## src/rtl/seedld_pkg.sv

```systemverilog
// Shared types for the seed loader.
// Assumes: nothing beyond a two-bit phase encoding.
package seedld_pkg;
    typedef enum logic [1:0] {
        PH_IDLE = 2'd0,
        PH_LOAD = 2'd1,
        PH_CALC = 2'd2,
        PH_DONE = 2'd3
    } phase_t;
endpackage

```

## src/rtl/seedld_edge.sv

```systemverilog
// Registers the enable input and reports its rising and falling edges.
// Assumes: en is synchronous to clk.
module seedld_edge (
    input  logic clk,
    input  logic rst_n,
    input  logic en,
    output logic rise,
    output logic fall
);
    logic en_q;

    // Keep the previous sampled level of enable.
    always_ff @(posedge clk) begin
        if (!rst_n) en_q <= 1'b0;
        else        en_q <= en;
    end

    assign rise = en & ~en_q;
    assign fall = ~en & en_q;
endmodule

```

## src/rtl/seedld_buffer.sv

```systemverilog
// Lane buffer: writes one byte per cycle into consecutive lanes, then stops.
// Assumes: 'first' and 'more' come from the sequencer; 'first' wins.
module seedld_buffer #(
    parameter int BYTE_W  = 8,
    parameter int N_BYTES = 5
) (
    input  logic                      clk,
    input  logic                      rst_n,
    input  logic                      first,
    input  logic                      more,
    input  logic [BYTE_W-1:0]         din,
    output logic [N_BYTES*BYTE_W-1:0] lanes
);
    localparam int CNT_W = $clog2(N_BYTES + 1);

    logic [CNT_W-1:0]  fill;
    logic [BYTE_W-1:0] lane_q [N_BYTES];
    logic              room;

    assign room = (fill < CNT_W'(N_BYTES));

    // Track how many lanes the current load has filled.
    always_ff @(posedge clk) begin
        if (!rst_n)             fill <= '0;
        else if (first)         fill <= CNT_W'(1);
        else if (more && room)  fill <= fill + CNT_W'(1);
    end

    for (genvar i = 0; i < N_BYTES; i++) begin : g_lane
        logic wr;
        assign wr = (i == 0) ? first : (!first && more && fill == CNT_W'(i));

        // Store the byte for this lane when its turn comes.
        always_ff @(posedge clk) begin
            if (!rst_n)  lane_q[i] <= '0;
            else if (wr) lane_q[i] <= din;
        end

        assign lanes[i*BYTE_W +: BYTE_W] = lane_q[i];
    end
endmodule

```

## src/rtl/seedld_seq.sv

```systemverilog
// Phase sequencer: idle, load, fixed-length compute window, done.
// Assumes: CALC_CYC >= 1; a rising edge of enable restarts from any phase.
module seedld_seq
    import seedld_pkg::*;
#(
    parameter int CALC_CYC = 2
) (
    input  logic clk,
    input  logic rst_n,
    input  logic rise,
    input  logic fall,
    output logic start,
    output logic done,
    output logic ready,
    output logic loading
);
    localparam int CNT_W = (CALC_CYC < 2) ? 1 : $clog2(CALC_CYC);

    phase_t           phase;
    logic [CNT_W-1:0] cnt;
    logic             last;

    assign last = (cnt == CNT_W'(CALC_CYC - 1));

    // Advance the phase and count the compute window.
    always_ff @(posedge clk) begin
        if (!rst_n) begin
            phase <= PH_IDLE;
            cnt   <= '0;
        end else if (rise) begin
            phase <= PH_LOAD;
            cnt   <= '0;
        end else begin
            case (phase)
                PH_LOAD: if (fall) begin
                    phase <= PH_CALC;
                    cnt   <= '0;
                end
                PH_CALC: if (last) phase <= PH_DONE;
                         else      cnt   <= cnt + CNT_W'(1);
                default: ;
            endcase
        end
    end

    assign start   = (phase == PH_CALC) && (cnt == '0);
    assign done    = (phase == PH_CALC) && last && !rise;
    assign ready   = (phase == PH_DONE);
    assign loading = (phase == PH_LOAD);
endmodule

```

## src/rtl/seedld_present.sv

```systemverilog
// Captures the result shares and steps through them on the byte output.
// Assumes: 'capture' pulses at the edge where ready rises.
module seedld_present #(
    parameter int BYTE_W   = 8,
    parameter int N_SHARES = 3
) (
    input  logic                       clk,
    input  logic                       rst_n,
    input  logic                       capture,
    input  logic                       ready,
    input  logic [N_SHARES*BYTE_W-1:0] res_in,
    output logic [BYTE_W-1:0]          dout
);
    localparam int SEL_W = (N_SHARES < 2) ? 1 : $clog2(N_SHARES);

    logic [BYTE_W-1:0] res_q [N_SHARES];
    logic [SEL_W-1:0]  sel;

    for (genvar i = 0; i < N_SHARES; i++) begin : g_cap
        // Latch this result share when the compute window closes.
        always_ff @(posedge clk) begin
            if (!rst_n)       res_q[i] <= '0;
            else if (capture) res_q[i] <= res_in[i*BYTE_W +: BYTE_W];
        end
    end

    // Step the share selector while ready, wrapping after the last share.
    always_ff @(posedge clk) begin
        if (!rst_n || capture) sel <= '0;
        else if (ready)        sel <= (sel == SEL_W'(N_SHARES - 1)) ? '0 : sel + SEL_W'(1);
    end

    // Drive the selected share, or zero when not ready.
    always_comb begin
        dout = '0;
        for (int i = 0; i < N_SHARES; i++)
            if (ready && sel == SEL_W'(i)) dout = res_q[i];
    end
endmodule

```

## src/rtl/seedld_top.sv

```systemverilog
// Seed loader top: edge detect, lane buffer, phase sequencer, share output.
// Assumes: the datapath result on res_in is valid CALC_CYC cycles after the
// edge that ends loading; N_BYTES > N_SHARES.
module seedld_top #(
    parameter int BYTE_W   = 8,
    parameter int N_BYTES  = 5,
    parameter int N_SHARES = 3,
    parameter int CALC_CYC = 2
) (
    input  logic                                 clk,
    input  logic                                 rst_n,
    input  logic                                 en,
    input  logic [BYTE_W-1:0]                    din,
    output logic [BYTE_W-1:0]                    dout,
    output logic [BYTE_W-1:0]                    ctl_out,
    output logic [N_SHARES*BYTE_W-1:0]           dp_share,
    output logic [(N_BYTES-N_SHARES)*BYTE_W-1:0] dp_rand,
    output logic                                 dp_start,
    input  logic [N_SHARES*BYTE_W-1:0]           res_in
);
    localparam int BUF_W   = N_BYTES * BYTE_W;
    localparam int SHARE_W = N_SHARES * BYTE_W;

    logic             rise, fall, done, ready, loading;
    logic [BUF_W-1:0] lanes;

    seedld_edge u_edge (
        .clk(clk), .rst_n(rst_n), .en(en), .rise(rise), .fall(fall)
    );

    seedld_seq #(.CALC_CYC(CALC_CYC)) u_seq (
        .clk(clk), .rst_n(rst_n), .rise(rise), .fall(fall),
        .start(dp_start), .done(done), .ready(ready), .loading(loading)
    );

    seedld_buffer #(.BYTE_W(BYTE_W), .N_BYTES(N_BYTES)) u_buf (
        .clk(clk), .rst_n(rst_n), .first(rise), .more(loading && en),
        .din(din), .lanes(lanes)
    );

    seedld_present #(.BYTE_W(BYTE_W), .N_SHARES(N_SHARES)) u_pres (
        .clk(clk), .rst_n(rst_n), .capture(done), .ready(ready),
        .res_in(res_in), .dout(dout)
    );

    assign dp_share = lanes[SHARE_W-1:0];
    assign dp_rand  = lanes[BUF_W-1:SHARE_W];
    assign ctl_out  = {{(BYTE_W-1){1'b0}}, ready};
endmodule

```

## config.mk

```make
export PLATFORM = sky130hd
export DESIGN_NAME = seedld_top
export DESIGN_NICKNAME = d
export VERILOG_FILES = /design/src/rtl/seedld_pkg.sv /design/src/rtl/seedld_edge.sv /design/src/rtl/seedld_buffer.sv /design/src/rtl/seedld_seq.sv /design/src/rtl/seedld_present.sv /design/src/rtl/seedld_top.sv
export SDC_FILE = /design/constraint.sdc
export NUM_CORES = 1
export LEC_CHECK = 0
export ABC_AREA = 0
export ABC_CLOCK_PERIOD_IN_PS = 3500
export BUFFER_PORTS_ARGS = -buffer_cell sky130_fd_sc_hd__buf_4
export CAP_MARGIN = 20
export CORE_UTILIZATION = 46
export CTS_CLUSTER_SIZE = 10
export DETAILED_ROUTE_END_ITERATION = 10
export PLACE_DENSITY = 0.73
export SETUP_SLACK_MARGIN = 0.2
export SYNTH_ARGS = -nofsm -noshare
export SYNTH_HDL_FRONTEND = slang
export SYNTH_SLANG_ARGS = --single-unit
export TNS_END_PERCENT = 5
```

## constraint.sdc

```tcl
create_clock -name clk -period 3.5 [get_ports clk]
set_input_delay 0.7 -clock clk [delete_from_list [all_inputs] [get_ports clk]]
set_output_delay 0.7 -clock clk [all_outputs]
set_load 0.03 [all_outputs]
```

# Word level (Yosys, flattened, before mapping)
# Memory sizes are Yosys's and may differ from the RTL's.
# Index checks and enable logic that the tools add are counted.
dict set report word_totals {
  ramBits 64
  regBits 9
  mem_count 2
  wordCells 104
}
# memory words width read_ports rd_clocked_by_memory_dff write_ports line_no
set mem_list {}
lappend mem_list {u_buf.lane_q 5 8 5 0 5 seedld_buffer.sv:17} ;# logic [BYTE_W-1:0] lane_q [N_BYTES];
lappend mem_list {u_pres.res_q 3 8 3 0 3 seedld_present.sv:16} ;# logic [BYTE_W-1:0] res_q [N_SHARES];
dict set report op_classes {
  n_addsub 3
  n_mux 40
  bitwise_logic 14
  reduce_logical 24
  n_eq_ne 13
  order_cmp 1
}
# op n
set op_table {}
lappend op_table {{two-way mux 8 bit} 11}
lappend op_table {{two-way mux 1 bit} 24}
lappend op_table {{logical AND 1 bit} 13}
lappend op_table {{OR 1 bit} 8}
lappend op_table {{== test 2 bit, second input constant} 3}
lappend op_table {{== test 3 x 2 -> 1 bit, second input constant} 2}
lappend op_table {{two-way mux 2 bit} 3}
lappend op_table {{AND reduction 3 bit} 2}
lappend op_table {{== test 2 x 1 -> 1 bit, second input constant} 2}
lappend op_table {{inverter 1 bit} 4}
lappend op_table {{case mux 2 bit (2 select lines)} 1}
lappend op_table {{nonzero test 2 bit} 2}
lappend op_table {{adder 3 x 1 -> 3 bit, second input constant} 1}
lappend op_table {{== test 3 x 1 -> 1 bit, second input constant} 1}
lappend op_table {{== test 3 bit, second input constant} 1}
lappend op_table {{< comparator 3 bit, second input constant} 1}
lappend op_table {{!= test 3 x 1 -> 1 bit, second input constant} 1}
lappend op_table {{!= test 3 x 2 -> 1 bit, second input constant} 1}
lappend op_table {{nonzero test 3 bit} 1}
lappend op_table {{adder 2 x 1 -> 2 bit, second input constant} 1}
lappend op_table {{bitwise AND 1 bit} 2}
lappend op_table {{zero test 1 bit} 2}
lappend op_table {{zero test 2 bit} 1}
lappend op_table {{!= test 2 x 1 -> 1 bit, second input constant} 1}
lappend op_table {{6 further kinds} 6}

# Longest topological paths before layout
# Gate-level depths: netlist of run 1.
dict set report depth {
  ltp_word 9
  depth_mapped 6
  depth_no_buf 5
}

# Cells and area by module
# A second synthesis of run 1 with hierarchy kept.
dict set report unflattened {
  hier_cells 248
  area_unflattened_um2 3313.2
}
# module n_inst area_per_inst_um2 cells_each
set modules_own_cells {}
lappend modules_own_cells {seedld_buffer 1 1773.0 118}
lappend modules_own_cells {seedld_present 1 1277.5 98}
lappend modules_own_cells {seedld_seq 1 153.9 18}
lappend modules_own_cells {seedld_top 1 70.1 10}
lappend modules_own_cells {seedld_edge 1 38.8 4}

# Worst setup path before layout of run 1
# OpenSTA, ideal clock, no wires.
dict set report synth_path {
  path_type {input to register}
  startpoint {in en}
  endpoint {mem u_pres.res_q[0][0], enable pin}
  required_time_ns 3.057
  stages 3
  arrival_time_ns 2.889
  path_buffers 1
  setup_ns 0.443
  slack_ns 0.167
  path_cell_list {buf_2 > nor2b_2 > o21ai_0}
}
# element line_no
set synth_rtl {}
lappend synth_rtl {{start: declaration} seedld_top.sv:12} ;# input logic en,
lappend synth_rtl {{end: declaration} seedld_present.sv:16}

# Worst setup path after layout of run 1
dict set report layout_path {
  startpoint {reg u_seq.phase[0]}
  endpoint {out dout[0]}
}
dict set report layout_between {
  elab_chain_len 5
  elab_cells_between_ends 7
  cone_classes {eq/ne (1); mux (3); reduce/logical (3)}
}
# element line_no
set layout_lines {}
lappend layout_lines {{start: declaration} seedld_seq.sv:19} ;# phase_t phase;
lappend layout_lines {{start signal: assignment} seedld_seq.sv:28} ;# phase <= PH_IDLE;
lappend layout_lines {{start signal: assignment} seedld_seq.sv:31} ;# phase <= PH_LOAD;
lappend layout_lines {{start signal: assignment} seedld_seq.sv:36} ;# phase <= PH_CALC;
lappend layout_lines {{== test 2 bit (*)} seedld_seq.sv:48} ;# assign ready = (phase == PH_DONE);
lappend layout_lines {{logical AND 1 bit} seedld_present.sv:37} ;# if (ready && sel == SEL_W'(i)) dout = res_q[i];
lappend layout_lines {{two-way mux 8 bit (2 in series)} seedld_present.sv:37}
lappend layout_lines {{two-way mux 8 bit (*)} seedld_present.sv:37}
lappend layout_lines {{end: declaration} seedld_top.sv:14} ;# output logic [BYTE_W-1:0] dout,
# Mark *: on every way between the ends. The rest lies on a longest branch, timed or not.

==> impl_metrics.json, run 1 <==
{
  "finalHoldWorstSlack_ps": 523,
  "area_growth_pct": 29.0,
  "crit_chain": "ha_1 -> nor3b_2 -> a222oi_1 -> inv_1 -> buf_4",
  "max-cap-violations": 0,
  "wl_microns": 6180,
  "worstPathRequired_ps": 2800,
  "drcViolationCount": 0,
  "finalHoldViolCount": 0,
  "synth_seq_cells": 73,
  "async_flop_share_pct": 0,
  "die_area_sq_um": 7250,
  "die-width_microns": 85.1,
  "ir_drop_uv": 255,
  "cts_setup_buffers": 0,
  "boundaryPins": 92,
  "grt_max_degree": 27,
  "coreArea_sq_um": 6490,
  "hp-class": "reg2reg",
  "tightest_slew_ps": 632,
  "syn_inst": 236,
  "root_buffer": "clkbuf_8",
  "ys.flop_type": "edfxtp_1",
  "gp_congestion": 0.738,
  "yosysSeqAreaShare_pct": 66.1,
  "antenna_left": 0,
  "layout_setup_ws_ps": 885,
  "utilization_pct": 63.1,
  "ctsHoldBuffers": 0,
  "synth_edf_count": 64,
  "cts_sinks": 73,
  "final_cell_mix": "buf_4, and2_1, edfxtp_1, inv_1",
  "place_inst": 392,
  "rows": 29,
  "drt-wirelength-per-cell_microns": 15.2,
  "avgSynthCellArea_sq_um": 13.5,
  "first_global_vias": 1976,
  "fillCellCount": 479,
  "cpMaxStageDelayCell": "nor3b_2",
  "maxSlewHeadroom_pct": 57.7,
  "place_hpwl_microns": 4490,
  "cts_tree": "yes",
  "arrival_ps": 1910,
  "start_kind": "flop",
  "die_h_microns": 85.1,
  "powerDensity_nw_per_um2": 483,
  "slew_violations": 0,
  "start_util_pct": 49.0,
  "synth_area_sq_um": 3180,
  "setup_tns_ps": 0,
  "fin_crit_sh_pct": 74.7,
  "antenna_found_initial": 0,
  "vias": 2072,
  "nets": 370,
  "grt_use_total_pct": 18.4,
  "final_common_cell": "buf_4",
  "rsz0062_at_grt": "false",
  "overflow": 0,
  "vias_per_cell": 5.08,
  "clockBufferDepth": 2,
  "cts_made_buffers": 9,
  "crit_family": "simple AND/OR/NAND/NOR gates",
  "yosysWarnings": 0,
  "path_class": "reg2out",
  "port_buffers": 84,
  "fin_skew_ps": 6.83,
  "drt-pass1-iter-count": 5,
  "crit_buf_inv": 2,
  "power_leakage_nw": 1.79,
  "max_freq_mhz": 382,
  "path_clk_slew_ps": 70,
  "postCtsResizedCells": 0,
  "h-tree-depth": 3,
  "ys_types": 32,
  "dr.first_iter.drc_count": 193,
  "antenna_cells": 0,
  "reg2reg_slack_ps": 1790,
  "cp_slowest_stage_delay_ps": 530,
  "critPathMaxFanout": 9,
  "grt_pass1_wl_microns": 9910,
  "drive_gt1_share_pct": 32.3,
  "period_minus_slack_ps": 2610,
  "clock_latency_ps": 340,
  "pre_cts_ws_ps": 1280,
  "status": "finished, final reports clean",
  "finalSetupViolations": 0,
  "end_kind": "primary output",
  "final_cells": 408
}
cells by family (layout without fill, tap and decap cells):
family	after synthesis	count (layout)	synth area share [%]
and+or+nand+nor	95	95	18.7
DFF	73	73	66.1
buffers and inverters	32	121	5.31
AOI/OAI and AO/OA	26	26	6.26
adders and majority gates	9	9	3.54
other	1	7	0.118
where the power goes:
group | switching (mW) | leakage, nW | total [mW] | internal, mW
logic | 0.121 | 0.937 | 0.197 | 0.0757
clock network | 0.311 | 0.117 | 0.784 | 0.473
registers | 0.0189 | 0.739 | 0.999 | 0.980
synthesized netlist by cell type (5+ instances only):
cell / count / share of area, %
a222oi_1: 8 / 2.5
a21oi_1: 5 / 0.79
o21ai_0: 6 / 0.94
dfxtp_1: 9 / 5.7
ha_1: 9 / 3.5
nor2_1: 7 / 0.83
edfxtp_1: 64 / 60
nand2_1: 6 / 0.71
and2_1: 64 / 13
inv_1: 17 / 2.0
buf_4: 8 / 1.9
cell type report:
class / count / area [sq um] / area share [%]
Clock inverter: 7 / 119 / 2.90
Sequential cell: 73 / 2100 / 51.3
Multi-Input combinational cell: 137 / 935 / 22.8
Timing Repair Buffer: 88 / 661 / 16.1
Inverter: 17 / 63.8 / 1.56
Tap cell: 77 / 96.3 / 2.35
Clock buffer: 9 / 124 / 3.02
worst min-delay path, delay by kind of cell, from the launching register on:
family / cells / cell delay (ps)
AOI/OAI and AO/OA: 1 / 60
buffers and inverters: 1 / 80
DFF: 1 / 340
path summary, 6_finish.rpt:
kind                              to  depth (start not counted)           start
setup reg to reg  u_buf.lane_q[3][3]                          4  u_seq.phase[0]
hold / removal        u_seq.phase[1]                          2  u_seq.phase[1]
hold reg to reg       u_seq.phase[1]                          2  u_seq.phase[1]
setup / recovery             dout[0]                          5  u_seq.phase[0]
stage by stage:
step                power (mW)  cell area, sq um
floorplan                 1.13              3200
global placement          1.21              3860
detailed placement        1.22              3860
CTS                       2.00              4100
global route              2.06              4100
finish                    1.98              4100
per-layer routing:
layer	vias up	GRT usage, %	routed length [microns]
met2	73	28.7	3000
met3	6	5.54	364
li1	1003	-	-
met4	0	7.09	73
met5	-	0	0
met1	990	24.2	2740
registers in the layout, summed over array words and instances, names as in the netlist:
signal        flops
u_pres.sel        2
u_edge.en_q       1
u_pres.res_q     24
u_buf.lane_q     40
u_buf.fill        3
u_seq.cnt         1
u_seq.phase       2
Note: power is estimated with default switching activity, not from simulation.
==> inputs of run 2 (changes only) <==
--- a/config.mk
+++ b/config.mk
@@ -6,13 +6,13 @@
 export NUM_CORES = 1
 export LEC_CHECK = 0
 export ABC_AREA = 0
-export ABC_CLOCK_PERIOD_IN_PS = 3500
+export ABC_CLOCK_PERIOD_IN_PS = 2600
 export BUFFER_PORTS_ARGS = -buffer_cell sky130_fd_sc_hd__buf_4
 export CAP_MARGIN = 20
-export CORE_UTILIZATION = 46
+export CORE_UTILIZATION = 51
 export CTS_CLUSTER_SIZE = 10
 export DETAILED_ROUTE_END_ITERATION = 10
-export PLACE_DENSITY = 0.73
+export PLACE_DENSITY = 0.77
 export SETUP_SLACK_MARGIN = 0.2
 export SYNTH_ARGS = -nofsm -noshare
 export SYNTH_HDL_FRONTEND = slang
==> constraint.sdc (replaced) <==
create_clock -name clk -period 2.6 [get_ports clk]
set_input_delay 0.52 -clock clk [delete_from_list [all_inputs] [get_ports clk]]
set_output_delay 0.52 -clock clk [all_outputs]
set_load 0.03 [all_outputs]
==> run 2 against run 1 <==
Effect of this change:
- highest routed layer unchanged
- sequential power increased by 34%
- clock skew increased by 3.0 ps
- critical path depth unchanged
- worst hold slack got worse by 64 ps
- setup slack got worse by 570 ps
- first-iteration DRC count increased by 31%
- count of clock-buffer cells in the layout unchanged
- largest power group unchanged
- register-to-register slack got worse by 990 ps
==> impl_metrics.json, run 2 (synthesis results as in run 1) <==
{
  "power_leakage_nw": 1.78,
  "postLayoutCellArea_sq_um": 4080,
  "wl_microns": 6350,
  "largest_reg_flops": 40,
  "finalSetupViolations": 0,
  "ir_drop_uv": 388,
  "place_inst": 390,
  "arrival_ps": 1760,
  "start_util_pct": 53.4,
  "status": "finished, final reports clean",
  "crit_family": "flip-flops",
  "end_kind": "primary output",
  "critPathMaxFanout": 8,
  "clockBufferDepth": 2,
  "maxSlewHeadroom_pct": 55.1,
  "regToRegEndpoint": "u_pres.res_q[0][2]",
  "die_area_sq_um": 6550,
  "rsz0062_at_grt": "false",
  "worstPathRequired_ps": 2080,
  "max_freq_mhz": 438,
  "ctsHoldBuffers": 0,
  "cp_slowest_stage_delay_ps": 360,
  "hp-class": "in2reg",
  "die-width_microns": 81.0,
  "boundaryPins": 92,
  "area.sequential_sq_um": 2110,
  "layout_setup_ws_ps": 318,
  "hold_start": "res_in[1]",
  "setup_tns_ps": 0,
  "path_clk_slew_ps": 80,
  "cpMaxStageDelayCell": "dfxtp_4",
  "reg2reg_slack_ps": 800,
  "grt_max_degree": 27,
  "cts_sinks": 73,
  "area_growth_pct": 28.3,
  "vias_per_cell": 5.06,
  "multi_input_area_sq_um": 945,
  "clock_latency_ps": 340,
  "fillCellCount": 442,
  "antenna_found_initial": 0,
  "dr.first_iter.drc_count": 252,
  "fin_skew_ps": 9.82,
  "drt-wirelength-per-cell_microns": 15.6,
  "final_cell_mix": "buf_4, and2_1, edfxtp_1, inv_1, clkbuf_8",
  "rows": 28,
  "powerDensity_nw_per_um2": 608,
  "reg.largest.list": "u_buf.lane_q x40, u_pres.res_q x24, u_buf.fill x3",
  "start_kind": "flop",
  "pre_cts_ws_ps": 557,
  "cp-endpoint": "dout[4]",
  "first_global_vias": 1909,
  "place_hpwl_microns": 4510,
  "cts_tree": "yes",
  "period_minus_slack_ps": 2280,
  "die_h_microns": 81.0,
  "root_buffer": "clkbuf_8",
  "antenna_cells": 0,
  "h-tree-depth": 3,
  "fin_crit_sh_pct": 87.8,
  "max-cap-violations": 0,
  "p_total_mw": 2.48,
  "grt_use_total_pct": 20.3,
  "final_common_cell": "buf_4",
  "regMostFlops": "u_buf.lane_q",
  "rr_startpoint": "u_seq.phase[0]",
  "antenna_left": 0,
  "port_buffers": 84,
  "crit_cells": 5,
  "final_cells": 407,
  "nets": 371,
  "tightest_slew_ps": 672,
  "coreArea_sq_um": 5960,
  "vias": 2059,
  "drcViolationCount": 0,
  "grt_pass1_wl_microns": 9470,
  "gp_congestion": 0.801,
  "drive_gt1_share_pct": 33.7,
  "slew_violations": 0,
  "cp-startpoint": "u_seq.phase[0]",
  "placed_area_sq_um": 3850,
  "drt-pass1-iter-count": 5,
  "r2r_cells": 6,
  "crit_chain": "ha_2 -> and3b_2 -> a222oi_1 -> inv_1 -> buf_4",
  "crit_buf_inv": 2,
  "cts_made_buffers": 9,
  "path_class": "reg2out",
  "overflow": 0,
  "finalHoldViolCount": 0
}
## run 2: stage by stage
stage	hold WS, ps	util [%]
after floorplan	485	-
after global placement	513	64.7
after detailed placement	522	64.7
after CTS	444	68.1
after global routing	438	68.5
final	459	68.5
## run 2: power by group
group          total, mW  switching, mW  internal (mW)
sequential          1.34         0.0250           1.32
clock              0.863          0.420          0.443
combinational      0.273          0.168          0.105
## run 2: cell type report
class / count / area share [%]
Sequential cell: 73 / 51.6
Inverter: 17 / 1.56
Multi-Input combinational cell: 137 / 23.2
Clock buffer: 9 / 3.04
Tap cell: 75 / 2.30
Timing Repair Buffer: 89 / 16.6
Clock inverter: 7 / 1.72
## run 2: worst min path at each step
stage / slack (ps) / end / cells after the start
detailed placement: 520 / u_seq.phase[1] / 2
finish: 460 / u_pres.res_q[0][1] / 2
floorplan: 490 / u_seq.phase[1] / 2
global placement: 510 / u_seq.phase[1] / 2
CTS: 440 / u_pres.res_q[0][1] / 2
global route: 440 / u_pres.res_q[2][3] / 2
## run 2: layer usage
metal / global-route usage (%) / wire length [microns]
met1: 25.9 / 2680
met3: 4.72 / 387
met2: 32.9 / 3160
met5: 0 / 0
met4: 9.29 / 114
## run 2: repair_timing
action	CTS	global route
gates resized for setup	2	5
pin swaps	0	2
setup buffers	0	1
setup endpoints to repair	8	8
==> inputs of run 3 (changes only) <==
--- a/config.mk
+++ b/config.mk
@@ -5,14 +5,14 @@
 export SDC_FILE = /design/constraint.sdc
 export NUM_CORES = 1
 export LEC_CHECK = 0
-export ABC_AREA = 0
+export ABC_AREA = 1
 export ABC_CLOCK_PERIOD_IN_PS = 2600
 export BUFFER_PORTS_ARGS = -buffer_cell sky130_fd_sc_hd__buf_4
 export CAP_MARGIN = 20
-export CORE_UTILIZATION = 51
+export CORE_UTILIZATION = 52
 export CTS_CLUSTER_SIZE = 10
 export DETAILED_ROUTE_END_ITERATION = 10
-export PLACE_DENSITY = 0.77
+export PLACE_DENSITY = 0.78
 export SETUP_SLACK_MARGIN = 0.2
 export SYNTH_ARGS = -nofsm -noshare
 export SYNTH_HDL_FRONTEND = slang
==> run 3 against run 2 <==
Effect of this change:
- first-iteration DRC count is 34% lower
- utilization increased by 2.3 points
- die area increased by 0.87%
- sequential share of layout area fell by 2.0 points
- synthesized cell count increased by 25%
- setup slack improved by 13 ps
- via count up 8.5%
- power is 12% higher
- fmax increased by 0.59%
- synthesized area grew 2.9%
- global-route usage grew 0.43 points
- largest cell class unchanged
==> impl_metrics.json, run 3 <==
{
  "netlist.area_leader.share_pct": 58.8,
  "grt_max_degree": 27,
  "worstPathRequired_ps": 2080,
  "path_class": "reg2out",
  "max_freq_mhz": 441,
  "antenna_cells": 0,
  "port_buffers": 84,
  "wl_met3_microns": 434,
  "clockBufferDepth": 2,
  "p_sw_share_pct": 22.8,
  "synth.area.top_cells": "edfxtp_1, inv_1, dfxtp_1, nor2_1, nand2_1",
  "routedLengthMet1_microns": 2680,
  "yosysWarnings": 0,
  "die_h_microns": 81.3,
  "ir_drop_uv": 383,
  "fin_skew_ps": 16.3,
  "crit_buf_inv": 2,
  "vias_per_cell": 4.77,
  "place_hpwl_microns": 4530,
  "arrival_ps": 1750,
  "synth.most_common_cell": "edfxtp_1",
  "finalHoldViolCount": 0,
  "grt_use_total_pct": 20.8,
  "drcViolationCount": 0,
  "cts_sinks": 73,
  "path_clk_slew_ps": 70,
  "start_util_pct": 54.6,
  "power_frac_clock_pct": 41.7,
  "reg.largest.list": "u_buf.lane_q x40, u_pres.res_q x24, u_buf.fill x3",
  "crit_chain": "ha_1 -> inv_1 -> nor2_2 -> nand2_1 -> nand3_1 -> buf_4",
  "gp_congestion": 0.822,
  "cpMaxStageDelayCell": "dfxtp_1",
  "clock_latency_ps": 350,
  "dr.first_iter.drc_count": 167,
  "finalSetupViolations": 0,
  "yosys-top-cells-count": "edfxtp_1, inv_1, nor2_1",
  "drt-pass1-iter-count": 4,
  "die-width_microns": 81.3,
  "area.sequential_sq_um": 2100,
  "r2r_cells": 6,
  "crit_cells": 6,
  "setup_tns_ps": 0,
  "synth_seq_cells": 73,
  "slew_violations": 0,
  "ctsHoldBuffers": 0,
  "drive_gt1_share_pct": 34.4,
  "overflow": 0,
  "regMostFlops": "u_buf.lane_q",
  "final_common_cell": "buf_4",
  "antenna_found_initial": 0,
  "nets": 432,
  "die_area_sq_um": 6610,
  "multi_input_area_sq_um": 930,
  "p_total_mw": 2.79,
  "yosysSeqAreaShare_pct": 64.3,
  "min_path_cells": 3,
  "end_kind": "primary output",
  "final_cells": 468,
  "cp_slowest_stage_delay_ps": 390,
  "drt-wirelength-per-cell_microns": 13.5,
  "regToRegEndpoint": "u_buf.lane_q[4][3]",
  "first_global_vias": 2072,
  "power_leakage_nw": 1.94,
  "root_buffer": "clkbuf_8",
  "cts_tree": "yes",
  "synth_area_sq_um": 3270,
  "period_minus_slack_ps": 2270,
  "avgSynthCellArea_sq_um": 11.0,
  "layout_setup_ws_ps": 331,
  "max-cap-violations": 0,
  "pwr-share-seq_pct": 48.1,
  "hp-class": "in2reg",
  "synth_edf_count": 64,
  "wl_microns": 6300,
  "h-tree-depth": 3,
  "ys_types": 19,
  "powerDensity_nw_per_um2": 658,
  "cts_made_buffers": 9,
  "rr_startpoint": "u_seq.phase[1]",
  "final_cell_mix": "buf_4, edfxtp_1, inv_1, nor2_1, nand2_1",
  "vias": 2234,
  "pre_cts_ws_ps": 522,
  "hold_start": "en",
  "async_flop_share_pct": 0,
  "rsz0062_at_grt": "true",
  "top_layer": "met4",
  "hold_path_end": "u_edge.en_q",
  "coreArea_sq_um": 5990,
  "antenna_left": 0,
  "critPathMaxFanout": 8,
  "crit_family": "simple AND/OR/NAND/NOR gates",
  "syn_inst": 296,
  "ys.flop_type": "edfxtp_1",
  "place_inst": 451,
  "wl_met2_microns": 3140,
  "power_frac_comb_pct": 10.2,
  "fin_crit_sh_pct": 87.3,
  "intPower_mw": 2.15,
  "synth.largest_area_cell": "edfxtp_1",
  "rows": 28,
  "boundaryPins": 92,
  "start_kind": "flop",
  "fillCellCount": 421,
  "netSwitchingPower_uw": 636,
  "area_growth_pct": 29.5,
  "largest_reg_flops": 40,
  "grt_pass1_wl_microns": 9790,
  "status": "finished, final reports clean",
  "reg2reg_slack_ps": 870
}
run 3: cell count changes after synthesis, moves of 3 or more:
cell,delta
a222oi_1,-8
and2_1,-64
and3b_1,-3
buf_2,-3
inv_1,+32
nand2_1,+41
nand3_1,+12
nand3b_1,-3
nand4_4,+3
nor2_1,+41
nor2_2,+22
run 3: how the worst max path moves through the flow:
stage | from | endpoint
5_1_grt | u_seq.phase[0] | dout[0]
2_1_floorplan | u_seq.phase[0] | u_pres.res_q[0][0]
6_report | u_seq.phase[0] | dout[0]
3_5_place_dp | u_seq.phase[0] | dout[1]
4_1_cts | u_seq.phase[0] | dout[1]
3_3_place_gp | u_seq.phase[0] | dout[1]
run 3: cells by family after synthesis:
logic type | Yosys count | synth area share (%)
adder cells (fa/ha/maj) | 9 | 3.44
flip-flops | 73 | 64.3
buffers and inverters | 61 | 8.49
AO/OA/AOI/OAI | 12 | 1.84
AND/OR/NAND/NOR | 140 | 21.8
other | 1 | 0.115
run 3: metrics by stage:
step / utilization [%] / hold WS, ps / instance area (sq um)
2_1_floorplan: - / 464 / 3290
3_3_place_gp: 65.7 / 476 / 3940
3_5_place_dp: 65.7 / 488 / 3940
4_1_cts: 70.3 / 429 / 4210
5_1_grt: 70.7 / 421 / 4240
6_report: 70.7 / 437 / 4240
run 3: power groups by stage:
stage               logic [mW]  clock network [mW]  registers (mW)
floorplan                0.122                   0            1.42
global placement         0.277                   0            1.37
detailed placement       0.282                   0            1.37
CTS                      0.284                1.18            1.34
global route             0.310                1.23            1.35
finish                   0.285                1.16            1.34
run 3: worst reg2reg max path: stages (launching register included):
cell     delay, ps
dfxtp_1        340
inv_1           80
ha_1           200
nand2_1        160
nor2_8         230
nand3_1        100
nand2_1        300
run 3: repair_timing:
item,4_1_cts,5_1_grt
resized for setup,1,1
buffers inserted,0,1
endpoints found under the setup margin,8,8
pin swaps,0,1
hold endpoints to repair,0,0
run 3: cell type report:
class	instances	share of cell area [%]
inverter	50	4.43
timing repair buffer	86	15.5
tap	75	2.22
multi-input combinational	168	21.9
clock inverter	7	3.34
sequential	73	49.6
clock buffer	9	2.92
run 3: metal layers:
| metal | global-route usage, % | up-vias |
|---|---|---|
| li1 | - | 1117 |
| met1 | 25.8 | 1012 |
| met2 | 33.9 | 99 |
| met3 | 6.18 | 6 |
| met4 | 8.04 | 0 |
| met5 | 0 | - |
